**config.mk**
```make
export PLATFORM = sky130hd
export DESIGN_NAME = mbx_irq_ctrl
export DESIGN_NICKNAME = d
export VERILOG_FILES = /design/src/rtl/mbx_irq_pkg.sv /design/src/rtl/mbx_bank.sv /design/src/rtl/dbell_reg.sv /design/src/rtl/mbx_irq_route.sv /design/src/rtl/mbx_irq_ctrl.sv
export SDC_FILE = /design/constraint.sdc
export NUM_CORES = 1
export LEC_CHECK = 0
export BUFFER_PORTS_ARGS = -buffer_cell sky130_fd_sc_hd__buf_2
export CORE_MARGIN = 1
export CORE_UTILIZATION = 35
export DETAILED_ROUTE_END_ITERATION = 10
export GPL_ROUTABILITY_DRIVEN = 0
export HOLD_SLACK_MARGIN = 0.03
export PLACE_DENSITY_LB_ADDON = 0.3
export RECOVER_POWER = 50
export SLEW_MARGIN = 30
export SYNTH_ARGS = -nofsm -noshare
export SYNTH_HDL_FRONTEND = slang
export SYNTH_SLANG_ARGS = --single-unit
export TNS_END_PERCENT = 10
```
**constraint.sdc**
```tcl
create_clock -name clk_i -period 4 [get_ports clk_i]
set_input_delay 0.6 -clock clk_i [delete_from_list [all_inputs] [get_ports clk_i]]
set_output_delay 0.6 -clock clk_i [all_outputs]
set_load 0.1 [all_outputs]
```
**src/rtl/mbx_irq_pkg.sv**
```systemverilog
package mbx_irq_pkg;
  localparam int ADDR_W   = 8;
  localparam int DATA_W   = 32;
  localparam int N_MBOX   = 8;
  localparam int N_FLAG   = 4;
  localparam int N_DMA    = 2;
  localparam int MBX_IW   = $clog2(N_MBOX);

  // control word bit positions (decoded by software, so fixed)
  localparam int B_MBX_IEN  = 3;
  localparam int B_HOST_IEN = 8;
  localparam int B_HDB_IEN  = 9;
  localparam int B_LIN_IEN  = 11;
  localparam int B_HDB_ACT  = 13;
  localparam int B_LIN_ACT  = 15;
  localparam int B_LOC_IEN  = 16;
  localparam int B_LDB_IEN  = 17;
  localparam int B_DMA_IEN  = 18;
  localparam int B_LDB_ACT  = 20;
  localparam int B_DMA_ACT  = 21;
  localparam int B_MBX_FLAG = 28;

  localparam logic [DATA_W-1:0] CSR_RW_MASK =
      (DATA_W'(1) << B_MBX_IEN) | (DATA_W'(1) << B_HOST_IEN) |
      (DATA_W'(1) << B_HDB_IEN) | (DATA_W'(1) << B_LIN_IEN)  |
      (DATA_W'(1) << B_LOC_IEN) | (DATA_W'(1) << B_LDB_IEN)  |
      (DATA_W'((1 << N_DMA) - 1) << B_DMA_IEN);

  // word indexes (byte address >> 2)
  localparam logic [5:0] W_MBX_BASE = 6'h10;
  localparam logic [5:0] W_LDB      = 6'h18;
  localparam logic [5:0] W_HDB      = 6'h19;
  localparam logic [5:0] W_CSR      = 6'h1A;

  typedef struct packed {
    logic              mbx_hit;
    logic [MBX_IW-1:0] mbx_idx;
    logic              ldb_hit;
    logic              hdb_hit;
    logic              csr_hit;
  } dec_t;

  function automatic dec_t decode(input logic [ADDR_W-1:0] a);
    dec_t d;
    logic [5:0] w;
    d = '0;
    w = a[7:2];
    if (a[1:0] == 2'b00) begin
      if (w[5:3] == W_MBX_BASE[5:3]) begin
        d.mbx_hit = 1'b1;
        d.mbx_idx = w[2:0];
      end
      d.ldb_hit = (w == W_LDB);
      d.hdb_hit = (w == W_HDB);
      d.csr_hit = (w == W_CSR);
    end
    return d;
  endfunction
endpackage

```
**src/rtl/mbx_bank.sv**
```systemverilog
module mbx_bank
  import mbx_irq_pkg::*;
(
  input  logic                           clk_i,
  input  logic                           rst_ni,
  input  logic                           h_wr_i,
  input  logic [MBX_IW-1:0]              h_idx_i,
  input  logic [DATA_W-1:0]              h_wdata_i,
  input  logic                           l_wr_i,
  input  logic [MBX_IW-1:0]              l_idx_i,
  input  logic [DATA_W-1:0]              l_wdata_i,
  input  logic                           l_rd_i,
  input  logic                           flag_en_i,
  output logic [N_MBOX-1:0][DATA_W-1:0]  mbox_o,
  output logic [N_FLAG-1:0]              flag_o
);
  for (genvar g = 0; g < N_MBOX; g++) begin : g_mbx
    logic h_sel, l_sel;
    assign h_sel = (h_idx_i == MBX_IW'(g));
    assign l_sel = (l_idx_i == MBX_IW'(g));

    always_ff @(posedge clk_i or negedge rst_ni) begin
      if (!rst_ni)                mbox_o[g] <= '0;
      else if (h_wr_i && h_sel)   mbox_o[g] <= h_wdata_i;
      else if (l_wr_i && l_sel)   mbox_o[g] <= l_wdata_i;
    end

    if (g < N_FLAG) begin : g_flag
      // set has priority over a same-cycle clearing read
      always_ff @(posedge clk_i or negedge rst_ni) begin
        if (!rst_ni)                             flag_o[g] <= 1'b0;
        else if (h_wr_i && h_sel && flag_en_i)   flag_o[g] <= 1'b1;
        else if (l_rd_i && l_sel)                flag_o[g] <= 1'b0;
      end
    end
  end
endmodule

```
**src/rtl/dbell_reg.sv**
```systemverilog
module dbell_reg
  import mbx_irq_pkg::*;
(
  input  logic              clk_i,
  input  logic              rst_ni,
  input  logic              set_i,
  input  logic [DATA_W-1:0] set_bits_i,
  input  logic              clr_i,
  input  logic [DATA_W-1:0] clr_bits_i,
  output logic [DATA_W-1:0] q_o,
  output logic              active_o
);
  logic [DATA_W-1:0] set_m, clr_m;
  assign set_m = set_i ? set_bits_i : '0;
  assign clr_m = clr_i ? clr_bits_i : '0;

  always_ff @(posedge clk_i or negedge rst_ni) begin
    if (!rst_ni) q_o <= '0;
    else         q_o <= (q_o & ~clr_m) | set_m;
  end

  assign active_o = |q_o;
endmodule

```
**src/rtl/mbx_irq_route.sv**
```systemverilog
module mbx_irq_route
  import mbx_irq_pkg::*;
(
  input  logic             host_ien_i,
  input  logic             hdb_ien_i,
  input  logic             hdb_act_i,
  input  logic             lin_ien_i,
  input  logic             lint_i,
  input  logic             loc_ien_i,
  input  logic             mbx_ien_i,
  input  logic [N_FLAG-1:0] flag_i,
  input  logic             ldb_ien_i,
  input  logic             ldb_act_i,
  input  logic [N_DMA-1:0] dma_ien_i,
  input  logic [N_DMA-1:0] dma_irq_i,
  input  logic [N_DMA-1:0] dma_to_host_i,
  output logic             host_irq_o,
  output logic             local_irq_o
);
  logic [N_DMA-1:0] dma_live;
  assign dma_live = dma_ien_i & dma_irq_i;

  assign host_irq_o = host_ien_i &
      ((hdb_ien_i & hdb_act_i) | (lin_ien_i & lint_i) |
       (|(dma_live & dma_to_host_i)));

  assign local_irq_o = loc_ien_i &
      ((mbx_ien_i & (|flag_i)) | (ldb_ien_i & ldb_act_i) |
       (|(dma_live & ~dma_to_host_i)));
endmodule

```
**src/rtl/mbx_irq_ctrl.sv**
```systemverilog
module mbx_irq_ctrl
  import mbx_irq_pkg::*;
(
  input  logic              clk_i,
  input  logic              rst_ni,
  input  logic              h_req_i,
  input  logic              h_we_i,
  input  logic [ADDR_W-1:0] h_addr_i,
  input  logic [DATA_W-1:0] h_wdata_i,
  output logic [DATA_W-1:0] h_rdata_o,
  input  logic              l_req_i,
  input  logic              l_we_i,
  input  logic [ADDR_W-1:0] l_addr_i,
  input  logic [DATA_W-1:0] l_wdata_i,
  output logic [DATA_W-1:0] l_rdata_o,
  input  logic [N_DMA-1:0]  dma_irq_i,
  input  logic [N_DMA-1:0]  dma_to_host_i,
  input  logic              lint_i,
  output logic              host_irq_o,
  output logic              local_irq_o
);
  dec_t h_dec, l_dec;
  assign h_dec = decode(h_addr_i);
  assign l_dec = decode(l_addr_i);

  logic h_wr, l_wr, l_rd;
  assign h_wr = h_req_i & h_we_i;
  assign l_wr = l_req_i & l_we_i;
  assign l_rd = l_req_i & ~l_we_i;

  logic [DATA_W-1:0] csr_en_q;
  always_ff @(posedge clk_i or negedge rst_ni) begin
    if (!rst_ni)                     csr_en_q <= '0;
    else if (h_wr && h_dec.csr_hit)  csr_en_q <= h_wdata_i & CSR_RW_MASK;
    else if (l_wr && l_dec.csr_hit)  csr_en_q <= l_wdata_i & CSR_RW_MASK;
  end

  logic [N_MBOX-1:0][DATA_W-1:0] mbox;
  logic [N_FLAG-1:0]             mbx_flag;

  mbx_bank i_bank (
    .clk_i     (clk_i),
    .rst_ni    (rst_ni),
    .h_wr_i    (h_wr & h_dec.mbx_hit),
    .h_idx_i   (h_dec.mbx_idx),
    .h_wdata_i (h_wdata_i),
    .l_wr_i    (l_wr & l_dec.mbx_hit),
    .l_idx_i   (l_dec.mbx_idx),
    .l_wdata_i (l_wdata_i),
    .l_rd_i    (l_rd & l_dec.mbx_hit),
    .flag_en_i (csr_en_q[B_MBX_IEN]),
    .mbox_o    (mbox),
    .flag_o    (mbx_flag)
  );

  // ldb: rings the local side; hdb: rings the host side
  logic [DATA_W-1:0] ldb_q, hdb_q;
  logic              ldb_act, hdb_act;

  dbell_reg i_ldb (
    .clk_i      (clk_i),
    .rst_ni     (rst_ni),
    .set_i      (h_wr & h_dec.ldb_hit),
    .set_bits_i (h_wdata_i),
    .clr_i      (l_wr & l_dec.ldb_hit),
    .clr_bits_i (l_wdata_i),
    .q_o        (ldb_q),
    .active_o   (ldb_act)
  );

  dbell_reg i_hdb (
    .clk_i      (clk_i),
    .rst_ni     (rst_ni),
    .set_i      (l_wr & l_dec.hdb_hit),
    .set_bits_i (l_wdata_i),
    .clr_i      (h_wr & h_dec.hdb_hit),
    .clr_bits_i (h_wdata_i),
    .q_o        (hdb_q),
    .active_o   (hdb_act)
  );

  logic [DATA_W-1:0] csr_view;
  always_comb begin
    csr_view            = csr_en_q;
    csr_view[B_HDB_ACT] = hdb_act;
    csr_view[B_LIN_ACT] = lint_i;
    csr_view[B_LDB_ACT] = ldb_act;
    for (int c = 0; c < N_DMA; c++)  csr_view[B_DMA_ACT + c]  = dma_irq_i[c];
    for (int m = 0; m < N_FLAG; m++) csr_view[B_MBX_FLAG + m] = mbx_flag[m];
  end

  function automatic logic [DATA_W-1:0] rd_sel(input dec_t d);
    if (d.mbx_hit) return mbox[d.mbx_idx];
    if (d.ldb_hit) return ldb_q;
    if (d.hdb_hit) return hdb_q;
    if (d.csr_hit) return csr_view;
    return '0;
  endfunction

  assign h_rdata_o = rd_sel(h_dec);
  assign l_rdata_o = rd_sel(l_dec);

  mbx_irq_route i_route (
    .host_ien_i    (csr_en_q[B_HOST_IEN]),
    .hdb_ien_i     (csr_en_q[B_HDB_IEN]),
    .hdb_act_i     (hdb_act),
    .lin_ien_i     (csr_en_q[B_LIN_IEN]),
    .lint_i        (lint_i),
    .loc_ien_i     (csr_en_q[B_LOC_IEN]),
    .mbx_ien_i     (csr_en_q[B_MBX_IEN]),
    .flag_i        (mbx_flag),
    .ldb_ien_i     (csr_en_q[B_LDB_IEN]),
    .ldb_act_i     (ldb_act),
    .dma_ien_i     (csr_en_q[B_DMA_IEN +: N_DMA]),
    .dma_irq_i     (dma_irq_i),
    .dma_to_host_i (dma_to_host_i),
    .host_irq_o    (host_irq_o),
    .local_irq_o   (local_irq_o)
  );
endmodule

```
==> Yosys cells after proc, flatten, opt, wreduce, memory -nomap -nowiden <==
Index checks and enable logic that the tools add are counted.
{ "totals": {"in_bits": 91, "regBits": 352, "out_inout_bits": 66, "elab_cells": 192} }
{ "op_classes": {"n_lt_le_gt_ge": 2, "bitwise_logic": 31, "n_eq_ne": 22, "n_reduce_logical": 48, "mux": 74} }
{ "op_table": {"columns": ["cell", "count"], "rows": [
  ["$mux W32", 38],
  ["$bmux W32 S3", 2],
  ["$and A32 B32 Y32", 2],
  ["$not A32 Y32", 2],
  ["$or A32 B32 Y32", 2],
  ["$reduce_or A32 Y1", 2],
  ["$mux W28", 2],
  ["$eq A6 B5 Y1 const B", 6],
  ["$mux W1", 28],
  ["$logic_and A1 B1 Y1", 26],
  ["$reduce_bool A2 Y1", 13],
  ["$eq A3 B3 Y1 const B", 8],
  ["$eq A3 B2 Y1 const B", 6],
  ["$and A1 B1 Y1", 16],
  ["$mux W7", 2],
  ["$lt A3 B4 Y1 const B", 2],
  ["$mux W4", 2],
  ["$and A2 B2 Y2", 3],
  ["$eq A3 B1 Y1 const B", 2],
  ["$logic_not A3 Y1", 2],
  ["$logic_not A2 Y1", 2],
  ["$or A1 B1 Y1", 4],
  ["$reduce_or A2 Y1", 2],
  ["$reduce_or A4 Y1", 1],
  ["2 further kinds", 2]
]} }

==> Longest topological paths before layout <==
Gate-level depths: netlist (run 1).
{ "logic_depth": {"ltp_word": 14, "mapped_depth": 8, "ltp_nobuf": 4} }

==> By module <==
A second synthesis (run 1) with hierarchy kept.
{ "hier_totals": {"hier_cells": 2191, "hier_area_um2": 21423.0} }
{ "by_module_without_submodules": {"columns": ["mod", "cells_per_inst", "instances", "area_per_inst_um2", "seq_area_each_um2"], "rows": [
  ["mbx_bank", 1205, 1, 12381.9, 6506.2],
  ["mbx_irq_ctrl", 749, 1, 6351.1, 200.2],
  ["dbell_reg", 113, 2, 1307.5, 800.8],
  ["mbx_irq_route", 11, 1, 75.1, 0.0]
]} }

==> Worst setup path before layout (run 1) <==
No wires, ideal clock.
{ "synth_path": {"kind": "input port to output port", "startpoint": "input l_addr_i[7]", "endpoint": "output l_rdata_o[23]", "path_stages": 5, "setup_slack_ns": -0.590, "path_buffers": 1, "t_required_ns": 3.400, "arrival_ns": 3.990, "cell_sequence": "or4b_4 > buf_6 > nor3_1 > a221oi_1 > o21ai_0"} }
{ "synth_between": {"elab_chain_cells": 13, "elab_cells_between_ends": 26, "classes_between": "4 x eq/ne; 22 x mux"} }
{ "synth_lines": {"columns": ["item", "line_no", "rtl"], "rows": [
  ["start, declared", "mbx_irq_ctrl.sv:13", "input logic [ADDR_W-1:0] l_addr_i,"],
  ["$eq A3 B2 Y1", "mbx_irq_pkg.sv:49", "if (w[5:3] == W_MBX_BASE[5:3]) begin"],
  ["$mux W4", "mbx_irq_pkg.sv:49", null],
  ["$mux W7 *", "mbx_irq_pkg.sv:48", "if (a[1:0] == 2'b00) begin"],
  ["$bmux W32 S3", "mbx_irq_ctrl.sv:93", "if (d.mbx_hit) return mbox[d.mbx_idx];"],
  ["$mux W32 (implied by the code)", "mbx_irq_ctrl.sv:93", null],
  ["$mux W32", "mbx_irq_ctrl.sv:93", null],
  ["$mux W32", "mbx_irq_ctrl.sv:94", "if (d.ldb_hit) return ldb_q;"],
  ["$mux W32", "mbx_irq_ctrl.sv:95", "if (d.hdb_hit) return hdb_q;"],
  ["$mux W32", "mbx_irq_ctrl.sv:96", "if (d.csr_hit) return csr_view;"],
  ["$mux W32", "mbx_irq_ctrl.sv:97", "return '0;"],
  ["$mux W32", "mbx_irq_ctrl.sv:96", null],
  ["$mux W32", "mbx_irq_ctrl.sv:95", null],
  ["$mux W32 *", "mbx_irq_ctrl.sv:94", null],
  ["end, declared", "mbx_irq_ctrl.sv:15", "output logic [DATA_W-1:0] l_rdata_o,"]
]} }
Mark *: on every way between the ends. The rest lies on a longest branch, timed or not. The select of a mux whose other input is x is not followed.

==> Worst setup path in the final report (run 1) <==
{ "layout_path": {"startpoint": "input l_addr_i[2]", "endpoint": "output l_rdata_o[3]"} }
{ "layout_between": {"elab_chain_cells": 12, "elab_cells_between_ends": 24, "classes_between": "3 x eq/ne; 21 x mux"} }
{ "layout_lines": {"columns": ["item", "line_no"], "rows": [
  ["$mux W4", "mbx_irq_pkg.sv:49"],
  ["$mux W7 *", "mbx_irq_pkg.sv:48"],
  ["$bmux W32 S3", "mbx_irq_ctrl.sv:93"],
  ["$mux W32 (implied by the code)", "mbx_irq_ctrl.sv:93"],
  ["$mux W32", "mbx_irq_ctrl.sv:93"],
  ["$mux W32", "mbx_irq_ctrl.sv:94"],
  ["$mux W32", "mbx_irq_ctrl.sv:95"],
  ["$mux W32", "mbx_irq_ctrl.sv:96"],
  ["$mux W32", "mbx_irq_ctrl.sv:97"],
  ["$mux W32", "mbx_irq_ctrl.sv:96"],
  ["$mux W32", "mbx_irq_ctrl.sv:95"],
  ["$mux W32 *", "mbx_irq_ctrl.sv:94"]
]} }
Marked as above.

==> results of run 1 <==
## cell type report
type | count | area, um^2
antenna | 3 | 7.51
clock inverter | 15 | 185
sequential | 332 | 8310
clock buffer | 57 | 1190
timing repair buffer | 258 | 2320
inverter | 52 | 195
multi-input combinational | 1667 | 11900
fill | 5765 | 35400
tap | 782 | 978
## cell families after synthesis
kind of cell,Yosys count,share of synthesized area (%)
AND/OR/NAND/NOR,779,15.5
AO/OA/AOI/OAI,487,16.3
multiplexers,401,23.4
flip-flops,332,38.8
buffers and inverters,307,6.00
## through the flow
step	hold slack [ns]	util [%]
after floorplan	0.304	-
after global placement	0.527	39.3
final	0.364	41.5
after global routing	0.369	41.5
after CTS	0.0546	41.6
after detailed placement	0.533	39.3
## per-layer routing
metal  part of all wire, %  global-route usage, %
met5                 0.052                      0
met4                   4.7                   13.2
met3                    11                   6.81
met2                    44                   42.5
met1                    40                   38.1
## flip-flops by register name, summed over array words and instances, names as in the netlist
signal	count
i_bank.mbox_o	256
i_hdb.q_o	32
i_ldb.q_o	32
csr_en_q	8
i_bank.flag_o	4
## cell usage after synthesis, drive strengths merged, types with 3 or more instances
cell type | number | area, um^2
a2111oi | 3 | 26.3
a21oi | 88 | 440
a221oi | 9 | 78.8
a222oi | 6 | 60.1
a22o | 69 | 604
a22oi | 11 | 82.6
a31oi | 129 | 807
a41oi | 46 | 403
and2 | 3 | 18.8
buf | 93 | 482
clkbuf | 162 | 608
dfrtp | 332 | 8310
inv | 51 | 191
mux2 | 202 | 2270
mux2i | 139 | 1390
mux4 | 60 | 1350
nand2 | 387 | 1450
nand2b | 5 | 31.3
nand3 | 30 | 150
nand4 | 17 | 106
nor2 | 273 | 1020
nor2b | 6 | 37.5
nor3 | 11 | 65.1
nor4 | 29 | 287
o2111ai | 9 | 78.8
o211ai | 7 | 52.6
o21ai | 18 | 90.1
o221ai | 44 | 385
o22ai | 14 | 87.6
o2bb2ai | 25 | 219
o311ai | 3 | 26.3
## final timing paths
check	end	slack, ns	cells past startpoint
max	l_rdata_o[3]	0.11	7
min	i_bank.mbox_o[70]	0.36	3
max reg2reg	i_bank.mbox_o[228]	2.93	2
min reg2reg	i_bank.mbox_o[82]	0.55	2
max in group asynchronous	i_bank.mbox_o[157]	0.75	2
min in group asynchronous	i_bank.mbox_o[97]	0.64	1
## placed cells by master (no fill, tap or decap), drive strengths merged, types with 11 or more instances in the layout
master / Yosys / final
a22oi: 11 / 11
a41oi: 46 / 46
a31oi: 129 / 129
nor4: 29 / 29
nand3: 30 / 30
nor2: 273 / 273
o21ai: 18 / 18
mux2i: 139 / 139
mux4: 60 / 60
o221ai: 44 / 44
a21oi: 88 / 88
nor3: 11 / 11
clkbuf: 162 / 70
a22o: 69 / 69
inv: 51 / 52
o2bb2ai: 25 / 25
nand2: 387 / 387
mux2: 202 / 202
nand4: 17 / 17
buf: 93 / 245
dfrtp: 332 / 332
o22ai: 14 / 14
## power by group through the flow
stage               clock network, W  registers, W  logic (W)
floorplan                          0       0.00368   0.000688
global placement                   0       0.00372    0.00103
detailed placement                 0       0.00373    0.00105
CTS                          0.00393       0.00367    0.00106
global route                 0.00404       0.00370    0.00114
finish                       0.00389       0.00368    0.00106
## worst max-delay path: cells and delay by family
| family | cells | cell delay [ns] |
|---|---|---|
| buffers and inverters | 3 | 1.32 |
| AND/OR/NAND/NOR | 2 | 0.65 |
| AO/OA/AOI/OAI | 2 | 0.65 |
==> metrics.txt, run 1 <==
status complete, but fails checks; violated checks max-capacitance violations, max-slew violations; setup TNS 0 ns; syn_nets 2397; syn avg cell area 9.29 um^2; post-place instance area 23800 um^2; Initial DRC Count 2576; pre-CTS setup slack 0.425 ns; Die W 249 um; postcts setup bufs 0; crit-path most repeated cell buf_12; Overflow after GRT 0; Max rail drop VDD 307 uV; clock root buffer clkbuf_16; total power 0.00863 W; slowest CP cell clkbuf_1; RSZ-0062 raised after global routing false; share of cells above drive strength 1 25.0%; P_int 0.00625 W; Hold Path Origin l_wdata_i[6]; antenna violations before repair 6; Synth Flop Type dfrtp_1; Post-Route WL 89.2 mm; P_sw 0.00238 W; clock power share 45.0%; final worst slack 0.111 ns; Power Density 344 nW/um^2; crit start category input port; CTS tree built; core area 60500 um^2; number of synthesized flops with an enable pin 0; pin count of the biggest net entering global routing 100; standard-cell rows 90; combinational power share 12.3%; Vias 20200; Hold Crit Class in2reg; Clock Tree Buf Depth 3; sequential fraction of the synthesis area 38.8%; Critical Path RT 3.40 ns; P_leak 10.8 nW; area delta synth->final 17.0%; critical path cell sequence clkbuf_1, buf_12, nand2_1, nor2_1, a221oi_1, o22ai_1, buf_12; CTS H-tree lvls 2; period utilization 97.2%; Sw Share 27.5%; Remaining DRCs 0; Non-Filler Instances 3166; number of global-route vias before repair 19900; Flop pwr share 42.6%; Worst slew margin -48.5%; clk sinks 332; Netlist Area Pre-Place 21400 um^2; WS Path Type in2out; total of max-cap violations 1; Worst-path clk slew 0.06 ns; cell area after layout 25100 um^2; Final Setup Violations 0; Synth Register Bits 332; worst skew pair latency 0.59 ns; IO Count 157; dpl hpwl 57.2 mm; CP Capture Type output port; clock skew 0.000635 ns; share of flip-flops with an asynchronous set or reset 100%; Cells after Synth 2306; Worst R2R Start i_bank.mbox_o[228]; drt pass-1 iters 8; IO buf count 156; total CTS buffers 41; Die ar. 62200 um^2; dpl cells 3091; first-pass GRT wire length 132 mm; count of different cell masters after synthesis 58; CP startpoint l_addr_i[2]; crit path DAT 3.29 ns; CTS resizes 0; Slew @ Worst Pin 2.23 ns; final slew viol count 77; nets@finish 2443; DR WL/cell 28.2 um; Syn. warnings 0; post-route antenna net violation count 0; All-Layer GR Usage 28.2%; CP max FO 62; Fmax achieved 257 MHz; die height 249 um; final hold vios 0; number of hold buffers added after cts 0; initial core utilization 35.4%; CP peak stage delay 0.60 ns; post-layout minimum cycle time 3.89 ns; via-per-instance ratio 6.38
Power figures use the tool's default switching activity.
==> inputs of run 2 (changes only) <==
--- a/config.mk
+++ b/config.mk
@@ -8,6 +8,7 @@
 export BUFFER_PORTS_ARGS = -buffer_cell sky130_fd_sc_hd__buf_2
 export CORE_MARGIN = 1
 export CORE_UTILIZATION = 35
+export CTS_BUF_LIST = sky130_fd_sc_hd__clkbuf_8
 export DETAILED_ROUTE_END_ITERATION = 10
 export GPL_ROUTABILITY_DRIVEN = 0
 export HOLD_SLACK_MARGIN = 0.03
==> run 2 against run 1 <==
  * The run still ends with max-capacitance violations, max-slew violations left
  * Worst hold slack worse by 0.074 ns
  * Non-clock buffer count up 1
  * Routed wire length up 0.42%
  * Worst setup slack better by 0.057 ns
  * Highest routed layer unchanged
==> metrics.txt, run 2 (synthesis gave the netlist of run 1 again) <==
status complete, but fails checks; violated checks max-capacitance violations, max-slew violations; worst skew pair latency 0.66 ns; post-route antenna net violation count 0; Die W 249 um; die height 249 um; antenna violations before repair 6; pre-CTS setup slack 0.425 ns; WS Path Type in2out; All-Layer GR Usage 28.4%; first-pass GRT wire length 132 mm; CP max FO 62; CTS H-tree lvls 3; final slew viol count 75; final hold vios 0; Post-Route WL 89.6 mm; area delta synth->final 16.4%; CTS tree built; Slew @ Worst Pin 2.30 ns; Overflow after GRT 0; RSZ-0062 raised after global routing false; IO buf count 156; total power 0.00805 W; number of global-route vias before repair 20000; crit start category input port; Fmax achieved 261 MHz; CTS resizes 0; CP Capture Type output port; Biggest register i_bank.mbox_o; cell depth of the worst hold path 3; Power Density 323 nW/um^2; total CTS buffers 66; Non-Filler Instances 3208; dpl hpwl 57.2 mm; Remaining DRCs 0; biggest regs i_bank.mbox_o (256), i_hdb.q_o (32), i_ldb.q_o (32); post-layout minimum cycle time 3.83 ns; Final Setup Violations 0; pin count of the biggest net entering global routing 100; clk sinks 332; Worst-path clk slew 0.05 ns; clock root buffer clkbuf_8; Critical Path RT 3.40 ns; drt pass-1 iters 6; total of max-cap violations 1; standard-cell rows 90; Worst slew margin -53.3%; via-per-instance ratio 6.35; DR WL/cell 27.9 um; dpl cells 3091; initial core utilization 35.4%; clock skew 0.000850 ns; Largest register FFs 256; final worst slack 0.168 ns; setup TNS 0 ns; IO Count 157; Reg2Reg Depth 2; core area 60500 um^2; Clock Tree Buf Depth 3; Initial DRC Count 2660; Max rail drop VDD 195 uV; period utilization 95.8%; Hold Crit Class in2reg; nets@finish 2469; Vias 20400; most frequent cells in the layout nand2_1, dfrtp_1, nor2_1, mux2_2, mux2i_1; P_leak 10.8 nW; crit path DAT 3.23 ns; most common cell after layout, fill and taps aside nand2_1; share of cells above drive strength 1 25.4%; Min Hold Slack 0.290 ns; Die ar. 62200 um^2
[run 2: final timing paths]
| check | from | endpoint | slack (ns) |
|---|---|---|---|
| worst max-delay path | l_addr_i[2] | l_rdata_o[3] | 0.17 |
| worst min-delay path | l_wdata_i[28] | i_bank.mbox_o[28] | 0.29 |
| worst max register to register | i_bank.mbox_o[228] | i_bank.mbox_o[228] | 2.92 |
| worst min register to register | i_bank.mbox_o[82] | i_bank.mbox_o[82] | 0.55 |
| max in group asynchronous | rst_ni | i_bank.mbox_o[212] | 0.75 |
| min in group asynchronous | rst_ni | i_bank.mbox_o[97] | 1.16 |
[run 2: metrics by stage]
step / util [%] / instance area [um^2]
after floorplan: - / 21400
after global placement: 39.3 / 23800
after detailed placement: 39.3 / 23800
after CTS: 41.3 / 25000
after global routing: 41.2 / 24900
final: 41.2 / 24900
[run 2: worst max-delay path, stage by stage]
cell      delay [ns]
clkbuf_1        0.60
buf_12          0.46
nand2_1         0.43
nor2_1          0.21
a221oi_1        0.06
o22ai_1         0.55
buf_12          0.26
[run 2: layout make-up]
type	count	area (um^2)
Fill cell	5791	35500
Multi-Input combinational cell	1667	11900
Sequential cell	332	8310
Timing Repair Buffer	259	2350
Clock buffer	74	1020
Tap cell	782	978
Inverter	52	195
Clock inverter	38	175
Antenna cell	4	10.0
[run 2: repair_timing]
item                       in CTS  in global routing
buffers inserted                0                  0
hold endpoints to repair       72                  0
hold buffers                    1                  0
setup endpoints to repair       0                  0
[run 2: per-layer routing]
layer | track usage, % | part of all wire (%)
met1 | 38.2 | 40
met2 | 42.2 | 44
met3 | 6.81 | 11
met4 | 14.6 | 4.8
met5 | 1.08 | 0.17
[run 2: power by group]
part / internal [W] / leakage [nW] / total, W / switching (W)
registers: 0.00353 / 4.58 / 0.00368 / 0.000151
clock network: 0.00168 / 0.696 / 0.00330 / 0.00162
logic: 0.000401 / 5.52 / 0.00107 / 0.000668
total: 0.00562 / 10.8 / 0.00805 / 0.00244
